==> config.mk <==
export PLATFORM = sky130hd
export DESIGN_NAME = spread_profile_gen
export DESIGN_NICKNAME = d
export VERILOG_FILES = /design/src/rtl/spread_pkg.sv /design/src/rtl/sprd_code_lut.sv /design/src/rtl/sprd_tri_counter.sv /design/src/rtl/sprd_offset_reg.sv /design/src/rtl/spread_profile_gen.sv
export SDC_FILE = /design/constraint.sdc
export NUM_CORES = 1
export LEC_CHECK = 0
export BUFFER_PORTS_ARGS = -buffer_cell sky130_fd_sc_hd__buf_2
export CAP_MARGIN = 40
export CORE_UTILIZATION = 51
export DETAILED_ROUTE_END_ITERATION = 8
export PLACE_DENSITY = 0.74
export SYNTH_ARGS = -nofsm -noshare
export SYNTH_HDL_FRONTEND = slang
export SYNTH_SLANG_ARGS = --single-unit
export TNS_END_PERCENT = 5
==> constraint.sdc <==
create_clock -name clk -period 14.9 [get_ports clk]
set_input_delay 0 -clock clk [delete_from_list [all_inputs] [get_ports clk]]
set_output_delay 0 -clock clk [all_outputs]
set_load 0.005 [all_outputs]
==> src/rtl/spread_pkg.sv <==
package spread_pkg;

  // Depth in ppm selected by each spread code; unlisted codes mean no spread.
  function automatic int unsigned code_ppm(input logic [2:0] code);
    case (code)
      3'b001:  return 5000;
      3'b010:  return 10000;
      3'b100:  return 20000;
      3'b110:  return 30000;
      default: return 0;
    endcase
  endfunction

endpackage

==> src/rtl/sprd_code_lut.sv <==
module sprd_code_lut #(
  parameter int HALF_STEPS = 386,
  parameter int FRAC_BITS  = 8,
  parameter int INC_W      = 25
) (
  input  logic [2:0]       code_i,
  output logic [INC_W-1:0] inc_o
);
  import spread_pkg::*;

  logic [INC_W-1:0] tbl [8];

  // Per-tick increment for each code, computed at elaboration.
  for (genvar gi = 0; gi < 8; gi++) begin : g_entry
    localparam longint VAL = (longint'(code_ppm(3'(gi))) << FRAC_BITS) / HALF_STEPS;
    assign tbl[gi] = INC_W'(VAL);
  end

  assign inc_o = tbl[code_i];

endmodule

==> src/rtl/sprd_tri_counter.sv <==
module sprd_tri_counter #(
  parameter int HALF_STEPS = 386,
  parameter int CNT_W      = 9
) (
  input  logic             clk,
  input  logic             rst,
  input  logic             clear_i,
  input  logic             step_i,
  output logic [CNT_W-1:0] pos_o,
  output logic [CNT_W-1:0] pos_nxt_o
);
  localparam logic [CNT_W-1:0] TOP = CNT_W'(HALF_STEPS);

  logic             up_q, up_d;
  logic [CNT_W-1:0] pos_q, pos_d;

  always_comb begin
    pos_d = pos_q;
    up_d  = up_q;
    if (clear_i) begin
      pos_d = '0;
      up_d  = 1'b1;
    end else if (step_i) begin
      if (up_q) begin
        pos_d = pos_q + 1'b1;
        up_d  = (pos_d != TOP);
      end else begin
        pos_d = pos_q - 1'b1;
        up_d  = (pos_d == '0);
      end
    end
  end

  always_ff @(posedge clk) begin
    if (rst) begin
      pos_q <= '0;
      up_q  <= 1'b1;
    end else begin
      pos_q <= pos_d;
      up_q  <= up_d;
    end
  end

  assign pos_o     = pos_q;
  assign pos_nxt_o = pos_d;

endmodule

==> src/rtl/sprd_offset_reg.sv <==
module sprd_offset_reg #(
  parameter int OFF_W = 26,
  parameter int CNT_W = 9
) (
  input  logic                    clk,
  input  logic                    rst,
  input  logic                    clear_i,
  input  logic [OFF_W-2:0]        inc_i,
  input  logic [CNT_W-1:0]        pos_i,
  output logic signed [OFF_W-1:0] offset_o
);
  localparam int MAG_W = OFF_W - 1;

  logic [MAG_W-1:0]        mag;
  logic signed [OFF_W-1:0] neg;

  assign mag = inc_i * MAG_W'(pos_i);
  assign neg = -$signed({1'b0, mag});

  always_ff @(posedge clk) begin
    if (rst || clear_i) offset_o <= '0;
    else                offset_o <= neg;
  end

endmodule

==> src/rtl/spread_profile_gen.sv <==
module spread_profile_gen #(
  parameter int HALF_STEPS = 386,
  parameter int FRAC_BITS  = 8,
  parameter int OFF_W      = 26
) (
  input  logic                    clk,
  input  logic                    rst,
  input  logic                    ref_tick,
  input  logic                    out_enable,
  input  logic [2:0]              spread_code,
  output logic signed [OFF_W-1:0] offset_word,
  output logic                    pll_pd
);
  localparam int CNT_W = $clog2(HALF_STEPS + 1);
  localparam int INC_W = OFF_W - 1;

  logic             step, clear;
  logic [INC_W-1:0] lut_inc, inc_q, inc_d;
  logic [CNT_W-1:0] pos_q, pos_d;

  assign clear = ~out_enable;
  assign step  = ref_tick & out_enable;

  sprd_code_lut #(.HALF_STEPS(HALF_STEPS), .FRAC_BITS(FRAC_BITS), .INC_W(INC_W)) u_lut (
    .code_i (spread_code),
    .inc_o  (lut_inc)
  );

  sprd_tri_counter #(.HALF_STEPS(HALF_STEPS), .CNT_W(CNT_W)) u_cnt (
    .clk       (clk),
    .rst       (rst),
    .clear_i   (clear),
    .step_i    (step),
    .pos_o     (pos_q),
    .pos_nxt_o (pos_d)
  );

  // Latch a new depth only on the tick that leaves zero offset.
  assign inc_d = (step && pos_q == '0) ? lut_inc : inc_q;

  always_ff @(posedge clk) begin
    if (rst) inc_q <= '0;
    else     inc_q <= inc_d;
  end

  sprd_offset_reg #(.OFF_W(OFF_W), .CNT_W(CNT_W)) u_off (
    .clk      (clk),
    .rst      (rst),
    .clear_i  (clear),
    .inc_i    (inc_d),
    .pos_i    (pos_d),
    .offset_o (offset_word)
  );

  always_ff @(posedge clk) begin
    if (rst) pll_pd <= 1'b0;
    else     pll_pd <= clear;
  end

endmodule

==> out/results.ini, run 1 <==
[synthesis]
ys_ff_latch = 62
synth_compound_area_share_pct = 8.59
post_synth_fa_ha_maj_area_fraction_pct = 36.8
ys_seq_area_share_pct = 14.6
synthTopCellsByCount = inv_1, nor2_1, fa_1
yosysMostFrequentCell = inv_1
synth_top_cell_by_area = fa_1
synthArstFlopShare_pct = 0
synth_edf_count = 0
synth_top_area_share_pct = 30.7
synthesis.area_um2 = 8470
synthesis.area_per_instance_um2 = 8.12
ys_types = 64
synth_fp_nets = 1221
muxShareOfSynthArea_pct = 0.709
synth_ff_type = dfxtp_1
synth_simple_gate_area_share_pct = 23.9
yosysWarnings = 0
synth_xor_area_share_pct = 5.55
syn_inst = 1043
netlist_top_cells_area = fa_1, dfxtp_1, inv_1
synth_top_family_by_area = adder cells

[timing]
period_share_pct = 51.7
setup_viol = 0
hold_viol_final = 0
drv_slew = 0
fin_skew_ns = 0.00785
fmax_ghz = 0.130
rsz0062_at_grt = false
slew_headroom_pct = 41.1
worst_pin_slew_ns = 0.878
fin_hold_ws_ns = 0.0831
tns_ns = 0
min_period_ns = 7.71

[clocking]
cts_tree = yes
cts-buffers-inserted = 9
hold_buffers = 0
htreeDepth = 3
cts-root-buf = clkbuf_16
cts_sinks = 62
clock_latency_ns = 0.33
cts_max_path_buffers = 2
cts-resized-gates = 0
cts.clk_slew.worst_paths_ns = 0.06
post_cts_buffers = 0

[min_path]
worstHoldStart = out_enable
whs_path_depth = 2
min_to = pll_pd$_SDFF_PP0_
hp-class = in2reg

[critical_path]
worst-endpoint-arrival_ns = 7.92
reg2reg_depth = 23
crit_type = reg2reg
startpoint_type = flop
r2r_slack_ns = 7.19
end_kind = flop
path_max_fanout = 17
r2r_start = u_cnt.pos_o[3]$_SDFF_PP0_
r2r-end = u_off.offset_o[22]$_SDFF_PP0_
cp.required_ns = 15.12

[routing]
vias = 6964
routed_via_density = 5.47
dr.pass1.iters = 5
drc = 0
drt_wl_total_um = 18900
wl_per_cell_um = 14.9
drt_first_iter_violations = 484
ant_nets = 0

[place]
port_buffers = 33
place_hpwl_um = 14800
gp_congestion = 0.933

[global_routing]
antenna_found_initial = 0
grt_pass1_wl_um = 32600
grt_pass1_vias = 6809
grt_max_degree = 49
grtUsageTotal_pct = 24.4
overflow = 0

[finish]
final_layout_size_suffix_gt1_share_pct = 6.91
multi_input_comb_area_um2 = 6400
area_growth_pct = 7.46
seqCellArea_um2 = 1240
nNetsFinal = 1229
antennaDiodeCount = 0
fill_cells = 1455

[status]
status = finished clean

[die]
die_area_um2 = 17100
ioPinCount = 34
initial_core_util_pct = 52.8
dieHeight_um = 131
core-area_um2 = 16100
fp.dieW_um = 131
rows = 46

[power]
vdd_ir_drop_max_mv = 0.0566
p_per_area_nw_per_um2 = 52.7
power_leakage_nw = 4.34

[flow_run]
maxCapViolations = 0

## metrics by stage
stage	utilization, %	setup slack (ns)	power, mW	area (µm²)	instances
final	56.7	7.19	0.480	9100	1272
after global placement	54.8	7.61	0.266	8800	1256
after floorplan	-	7.90	0.246	8470	1043
after global routing	56.7	6.65	0.502	9100	1272
after CTS	56.7	7.27	0.483	9100	1272
after detailed placement	54.8	7.39	0.268	8800	1256
## power breakdown
group	switching, mW	internal (mW)	leakage, nW
combinational	0.0543	0.0345	3.69
sequential	0.00234	0.174	0.504
clock	0.0808	0.135	0.141
## how the worst max path moves through the flow
stage / from / end / slack, ns / cells after the start
floorplan: u_cnt.pos_o[0]$_SDFF_PP0_ / u_off.offset_o[23]$_SDFF_PP0_ / 7.90 / 26
global placement: u_cnt.pos_o[0]$_SDFF_PP0_ / u_off.offset_o[22]$_SDFF_PP0_ / 7.61 / 24
CTS: u_cnt.pos_o[0]$_SDFF_PP0_ / u_off.offset_o[22]$_SDFF_PP0_ / 7.27 / 25
detailed placement: u_cnt.pos_o[0]$_SDFF_PP0_ / u_off.offset_o[22]$_SDFF_PP0_ / 7.39 / 25
global route: u_cnt.pos_o[0]$_SDFF_PP0_ / u_off.offset_o[23]$_SDFF_PP0_ / 6.65 / 25
finish: u_cnt.pos_o[3]$_SDFF_PP0_ / u_off.offset_o[22]$_SDFF_PP0_ / 7.19 / 23
## worst max-delay path, stage by stage, from the launching register on
cell,delay [ns]
dfxtp_1,0.43
nor3_1,0.47
and3_1,0.66
nand3_1,0.35
o21ai_1,0.46
nor2_1,0.11
fa_1,0.51
inv_1,0.05
fa_1,0.47
inv_1,0.05
fa_1,0.53
inv_1,0.06
fa_1,0.52
inv_1,0.04
ha_1,0.32
nand4_1,0.19
a2111oi_0,0.67
nor3_1,0.20
a2111oi_0,0.57
nand3b_1,0.20
nand4b_1,0.26
nor3_1,0.25
xnor2_1,0.16
nor2_1,0.05
## state kept, by name, indices dropped and copies added (netlist names)
register,count
inc_q,25
pll_pd,1
u_cnt.pos_o,9
u_cnt.up_q,1
u_off.offset_o,26
## metal layers
| metal | wire [µm] | part of all wire (%) | GRT usage, % | vias up |
|---|---|---|---|---|
| met3 | 946 | 5.0 | 2.32 | 32 |
| met4 | 592 | 3.1 | 9.94 | 0 |
| met1 | 8210 | 43 | 32.9 | 3420 |
| met5 | 0 | 0 | 0 | - |
| li1 | - | - | - | 3305 |
| met2 | 9180 | 49 | 40.4 | 207 |
## cells in the final DEF (no fill, tap or decap), types with 20 or more instances in the layout
master,Yosys,layout
inv_1,177,177
nor2_1,176,176
fa_1,130,130
nand2_1,82,82
dfxtp_1,62,62
nand3_1,42,42
ha_1,41,41
buf_2,3,33
xnor2_1,26,26
a21oi_1,23,23
nand2b_1,23,23
nor3_1,22,22
o21ai_0,21,21
xor2_1,20,20
## logic make-up (layout without fill, tap and decap cells)
group / count (synthesis) / in the layout
and+or+nand+nor: 423 / 423
buffers and inverters: 220 / 233
adders and majority gates: 171 / 171
AOI/OAI and AO/OA: 112 / 112
DFF: 62 / 62
xor gates and xnor gates: 49 / 49
muxes: 6 / 6
## cell type report
type	count	share of cell area [%]
clock buffer	10	2.62
clock inverter	6	0.770
inverter	177	7.30
multi-input combinational	761	70.3
sequential	62	13.6
tap	216	2.97
timing repair buffer	40	2.39
Power figures use the tool's default switching activity.
==> run 2, diff against run 1 <==
--- a/config.mk
+++ b/config.mk
@@ -5,11 +5,12 @@
 export SDC_FILE = /design/constraint.sdc
 export NUM_CORES = 1
 export LEC_CHECK = 0
+export ABC_AREA = 1
 export BUFFER_PORTS_ARGS = -buffer_cell sky130_fd_sc_hd__buf_2
 export CAP_MARGIN = 40
 export CORE_UTILIZATION = 51
 export DETAILED_ROUTE_END_ITERATION = 8
-export PLACE_DENSITY = 0.74
+export PLACE_DENSITY = 0.76
 export SYNTH_ARGS = -nofsm -noshare
 export SYNTH_HDL_FRONTEND = slang
 export SYNTH_SLANG_ARGS = --single-unit
==> constraint.sdc (replaced) <==
create_clock -name clk -period 7 [get_ports clk]
set_input_delay 0 -clock clk [delete_from_list [all_inputs] [get_ports clk]]
set_output_delay 0 -clock clk [all_outputs]
set_load 0.005 [all_outputs]
==> run 2 against run 1 <==
  * The run now ends with DRC left
  * Worst setup slack lost 6.8 ns
  * Flip-flop and latch count unchanged
  * Largest power group is now combinational logic
  * Clock-buffer cell count fell by 1
==> out/results.ini, run 2 <==
[critical_path]
cp_common_cell = nand2_1
reg2reg_depth = 30
cp.depth = 30
end_kind = flop
worst-endpoint-arrival_ns = 6.86
crit_type = reg2reg
path_max_fanout = 19
cp.required_ns = 7.23
crit_slowest_cell = fa_1
crit_family = simple AND/OR/NAND/NOR gates
startpoint_type = flop
crit_buf_inv = 6
crit_path_max_incr_delay_ns = 0.54

[power]
power_leakage_nw = 5.33
p_total_mw = 1.43
p_per_area_nw_per_um2 = 146
vdd_ir_drop_max_mv = 0.139

[synthesis]
synth_ff_type = dfxtp_1
yosysWarnings = 0
synth_top_cell_by_area = fa_1
synthArstFlopShare_pct = 0
ys_ff_latch = 62
ys_seq_area_share_pct = 13.9
synthTopCellsByCount = nand2_1, inv_1, nor2_1
synthesis.area_um2 = 8930
synth_top_area_share_pct = 29.2
yosysMostFrequentCell = nand2_1
synth_edf_count = 0
syn_inst = 1287
synthesis.area_per_instance_um2 = 6.94
ys_types = 45
synth_fp_nets = 1465
netlist_top_cells_area = fa_1, dfxtp_1, nand2_1

[status]
violations = DRC
status = finished with violations

[timing]
setup_viol = 0
drv_slew = 0
min_period_ns = 6.63
hold_viol_final = 0
fin_hold_ws_ns = 0.104
fin_skew_ns = 0.0147
slew_headroom_pct = 39.8
period_share_pct = 94.7
tns_ns = 0
worst_pin_slew_ns = 0.900
fmax_ghz = 0.151

[die]
die_area_um2 = 18000
fp.dieW_um = 134
initial_core_util_pct = 52.0
ioPinCount = 34
rows = 48
core-area_um2 = 17200
dieHeight_um = 134

[routing]
drt_first_iter_violations = 689
drc = 1
routed_via_density = 5.28
vias = 8175
ant_nets = 0
wl_per_cell_um = 15.3
dr.pass1.iters = 7
drt_wl_total_um = 23700

[global_routing]
antenna_found_initial = 0
grt_pass1_wl_um = 39800
grt_max_degree = 36
overflow = 0
grtUsageTotal_pct = 28.0
grt_pass1_vias = 8154

[clocking]
cts_max_path_buffers = 2
cts_tree = yes
cts-buffers-inserted = 9
cts-root-buf = clkbuf_16
cts_sinks = 62
clock_latency_ns = 0.35
cts.clk_slew.worst_paths_ns = 0.06
htreeDepth = 3

[finish]
stdcell_count = 1549
mostFrequentLayoutCells = nand2_1, inv_1, nor2_1
area_growth_pct = 9.74
regMostFlops = u_off.offset_o
final_common_cell = nand2_1
largest_register_ffs = 26
nNetsFinal = 1497
antennaDiodeCount = 0
final_layout_size_suffix_gt1_share_pct = 10.2

[flow_run]
maxCapViolations = 0

[place]
placed_cells = 1529
port_buffers = 33
place_hpwl_um = 18900
gp_congestion = 0.940

[min_path]
whs_path_depth = 4
hp-class = in2reg

run 2: cell count changes after synthesis, sizes merged, moves of 23 or more:
cell	change
nand2b	-23
inv	+104
nor2	+38
nand3	+24
a21oi	+27
nand2	+218
xnor2	-23
run 2: path summary, 6_finish.rpt:
check / startpoint / slack (ns) / to
setup reg to reg: u_cnt.pos_o[0]$_SDFF_PP0_ / 0.37 / u_off.offset_o[25]$_SDFF_PP0_
hold reg to reg: inc_q[21]$_SDFF_PP0_ / 0.45 / inc_q[21]$_SDFF_PP0_
setup / recovery: u_cnt.pos_o[0]$_SDFF_PP0_ / 0.37 / u_off.offset_o[25]$_SDFF_PP0_
hold / removal: ref_tick / 0.10 / u_cnt.pos_o[2]$_SDFF_PP0_
run 2: per-layer routing:
| layer | GRT usage, % | vias up | wire length [µm] |
|---|---|---|---|
| met5 | 0 | - | 0 |
| met4 | 7.80 | 0 | 444 |
| met3 | 4.04 | 36 | 1490 |
| met2 | 46.7 | 320 | 11400 |
| met1 | 38.0 | 3910 | 10400 |
| li1 | - | 3909 | - |
run 2: report_power, final:
part | total [mW] | switching, mW | internal (mW) | leakage, nW
logic | 0.554 | 0.373 | 0.182 | 4.67
clock network | 0.490 | 0.178 | 0.313 | 0.152
registers | 0.387 | 0.00886 | 0.378 | 0.507
total | 1.43 | 0.559 | 0.872 | 5.33
run 2: cell families after synthesis:
group | after synthesis | share of synthesized area (%)
compound gates | 93 | 5.91
xor+xnor | 13 | 1.28
fa+ha+maj | 171 | 34.9
buf+inv | 312 | 13.5
flops | 62 | 13.9
simple gates | 636 | 30.5
run 2: repair_timing:
action | CTS | global route
buffers inserted | 0 | 3
endpoints found under the hold margin | 1 | 0
setup endpoints to repair | 1 | 12
hold buffers | 1 | 0
pin swaps | 0 | 2
resized for setup | 1 | 29
run 2: worst reg2reg max path: cells and delay by family (launching register included):
kind | cells | cell delay (ns)
fa+ha+maj | 6 | 2.68
simple gates | 18 | 2.94
buf+inv | 6 | 0.45
flops | 1 | 0.44
run 2: area by class of cell:
type | count | area, µm²
Clock buffer | 9 | 225
Clock inverter | 7 | 97.6
Fill cell | 1653 | 7380
Inverter | 284 | 1080
Multi-Input combinational cell | 913 | 6570
Sequential cell | 62 | 1240
Tap cell | 225 | 282
Timing Repair Buffer | 49 | 300
run 2: stage by stage:
| stage | worst slack, ns | cell area [µm²] | util (%) |
|---|---|---|---|
| 6_report | 0.368 | 9800 | 57.0 |
| 3_3_place_gp | 0.225 | 9340 | 54.4 |
| 3_5_place_dp | 0.125 | 9340 | 54.4 |
| 4_1_cts | 0.107 | 9680 | 56.4 |
| 5_1_grt | -0.000407 | 9800 | 57.0 |
| 2_1_floorplan | 1.16 | 8930 | - |
==> run 3, diff against run 2 <==
--- a/config.mk
+++ b/config.mk
@@ -8,6 +8,7 @@
 export ABC_AREA = 1
 export BUFFER_PORTS_ARGS = -buffer_cell sky130_fd_sc_hd__buf_2
 export CAP_MARGIN = 40
+export CORE_MARGIN = 3
 export CORE_UTILIZATION = 51
 export DETAILED_ROUTE_END_ITERATION = 8
 export PLACE_DENSITY = 0.76
==> run 3 against run 2 <==
  * The run now ends clean
  * Fmax rose by 0.30%
  * Worst hold slack better by 0.037 ns
  * Clock power is 8.8% lower
  * Register-to-register slack better by 0.02 ns
  * Clock skew shrank 0.0078 ns
  * Largest cell class unchanged
  * Largest power group unchanged
  * Combinational power fell by 1%
  * Total power shrank 3.6%
  * Sequential share of layout area is 0.092 points higher
  * Die area is 6.0% higher
  * First-iteration DRC count decreased by 0.15%
==> out/results.ini, run 3 (synthesis gave the netlist of run 2 again) <==
[timing]
rsz0062_at_grt = false
fin_hold_ws_ns = 0.141
worst_pin_slew_ns = 0.799
period_share_pct = 94.5
drv_slew = 0
slew_headroom_pct = 46.5
fin_skew_ns = 0.00693
min_period_ns = 6.61
setup_viol = 0
hold_viol_final = 0
tns_ns = 0
fmax_ghz = 0.151

[global_routing]
grtUsageTotal_pct = 25.2
grt_pass1_vias = 8254
antenna_found_initial = 0
overflow = 0
grt_max_degree = 36
grt_pass1_wl_um = 39500

[clocking]
cts_max_path_buffers = 2
htreeDepth = 3
clock_latency_ns = 0.34
post_cts_buffers = 0
cts.clk_slew.worst_paths_ns = 0.06
cts_sinks = 62
cts-buffers-inserted = 9
cts_tree = yes
cts-root-buf = clkbuf_16

[die]
fp.dieW_um = 138
dieHeight_um = 138
rows = 47
core-area_um2 = 16900
die_area_um2 = 19100
initial_core_util_pct = 52.9
ioPinCount = 34

[critical_path]
r2r-end = u_off.offset_o[25]$_SDFF_PP0_
crit_type = reg2reg
worst-endpoint-arrival_ns = 6.85
reg2reg_depth = 33
crit_path_max_incr_delay_ns = 0.56
r2r_start = u_cnt.pos_o[0]$_SDFF_PP0_
r2r_slack_ns = 0.39
path_max_fanout = 19
startpoint_type = flop
cp.required_ns = 7.24
crit_slowest_cell = fa_1
end_kind = flop

[routing]
drc = 0
routed_via_density = 5.34
drt_wl_total_um = 23000
ant_nets = 0
vias = 8226
wl_per_cell_um = 14.9
drt_first_iter_violations = 688
dr.pass1.iters = 6

[finish]
mostFrequentLayoutCells = nand2_1, inv_1, nor2_1
regMostFlops = u_off.offset_o
largest_register_ffs = 26
final_layout_size_suffix_gt1_share_pct = 9.39
fill_cells = 1574
area_growth_pct = 8.73
final_common_cell = nand2_1
nNetsFinal = 1495
antennaDiodeCount = 0

[min_path]
worstHoldStart = ref_tick
min_to = u_cnt.pos_o[2]$_SDFF_PP0_
hp-class = in2reg
whs_path_depth = 4

[power]
intPower_uw = 828
power.share.switching_pct = 40.0
p_per_area_nw_per_um2 = 142
pwr-share-seq_pct = 28.0
power_leakage_nw = 5.30
vdd_ir_drop_max_mv = 0.166
power_frac_clock_pct = 32.4
pwr-share-comb_pct = 39.6
switchingPower_uw = 551

[flow_run]
maxCapViolations = 0

[status]
status = finished clean

[place]
place_hpwl_um = 18700
port_buffers = 33
gp_congestion = 1.05

## run 3: cell types whose count changed in the layout (fill, tap and decap cells not counted), sizes merged
cell      previous run  this run
buf                 48        46
clkinv               5         6
bufinv               2         1
clkinvlp             3         2
## run 3: timing repair
item                                    CTS  global route
resized for setup                         0            20
hold buffers                              1             0
endpoints found under the setup margin    0            11
endpoints found under the hold margin     2             0
## run 3: area by class of cell
| cell class | count | area [µm²] | share of cell area (%) |
|---|---|---|---|
| Clock buffer | 9 | 225 | 2.32 |
| Clock inverter | 6 | 63.8 | 0.657 |
| Inverter | 284 | 1070 | 11.1 |
| Multi-Input combinational cell | 913 | 6550 | 67.5 |
| Sequential cell | 62 | 1240 | 12.8 |
| Tap cell | 220 | 275 | 2.84 |
| Timing Repair Buffer | 47 | 273 | 2.81 |
## run 3: worst max-delay path, delay by kind of cell (launching register included)
family / cells / cell delay, ns
fa+ha+maj: 6 / 2.70
simple gates: 18 / 2.48
buf+inv: 9 / 0.86
flops: 1 / 0.42
## run 3: metal layers
layer | global-route usage (%) | share of wire (%)
met1 | 34.0 | 42
met2 | 40.1 | 45
met3 | 4.52 | 9.1
met4 | 10.7 | 3.6
met5 | 0 | 0
## run 3: stage by stage
step	area (µm²)	util, %	std cells	setup slack, ns	power [mW]
2_1_floorplan	8930	-	1287	1.16	0.782
3_3_place_gp	9330	55.3	1525	0.256	0.907
3_5_place_dp	9330	55.3	1525	0.130	0.918
4_1_cts	9630	57.1	1541	0.0884	1.36
5_1_grt	9710	57.5	1541	0.00412	1.47
6_report	9710	57.5	1541	0.388	1.38
## run 3: how the worst max path moves through the flow
stage | start | endpoint | slack (ns) | cells after the start
6_report | u_cnt.pos_o[0]$_SDFF_PP0_ | u_off.offset_o[25]$_SDFF_PP0_ | 0.39 | 33
5_1_grt | u_cnt.pos_o[0]$_SDFF_PP0_ | u_off.offset_o[25]$_SDFF_PP0_ | 0.004 | 33
4_1_cts | u_cnt.pos_o[0]$_SDFF_PP0_ | u_off.offset_o[25]$_SDFF_PP0_ | 0.09 | 32
3_5_place_dp | u_cnt.pos_o[0]$_SDFF_PP0_ | u_off.offset_o[25]$_SDFF_PP0_ | 0.13 | 32
3_3_place_gp | u_cnt.pos_o[0]$_SDFF_PP0_ | u_off.offset_o[25]$_SDFF_PP0_ | 0.26 | 30
2_1_floorplan | u_cnt.pos_o[0]$_SDFF_PP0_ | u_off.offset_o[20]$_SDFF_PP0_ | 1.16 | 29
## run 3: power by group through the flow
stage | Clock, mW | Sequential, mW | Combinational (mW)
6_report | 0.447 | 0.387 | 0.547
5_1_grt | 0.465 | 0.390 | 0.614
4_1_cts | 0.450 | 0.386 | 0.528
3_5_place_dp | 0 | 0.394 | 0.524
3_3_place_gp | 0 | 0.394 | 0.513
2_1_floorplan | 0 | 0.395 | 0.387
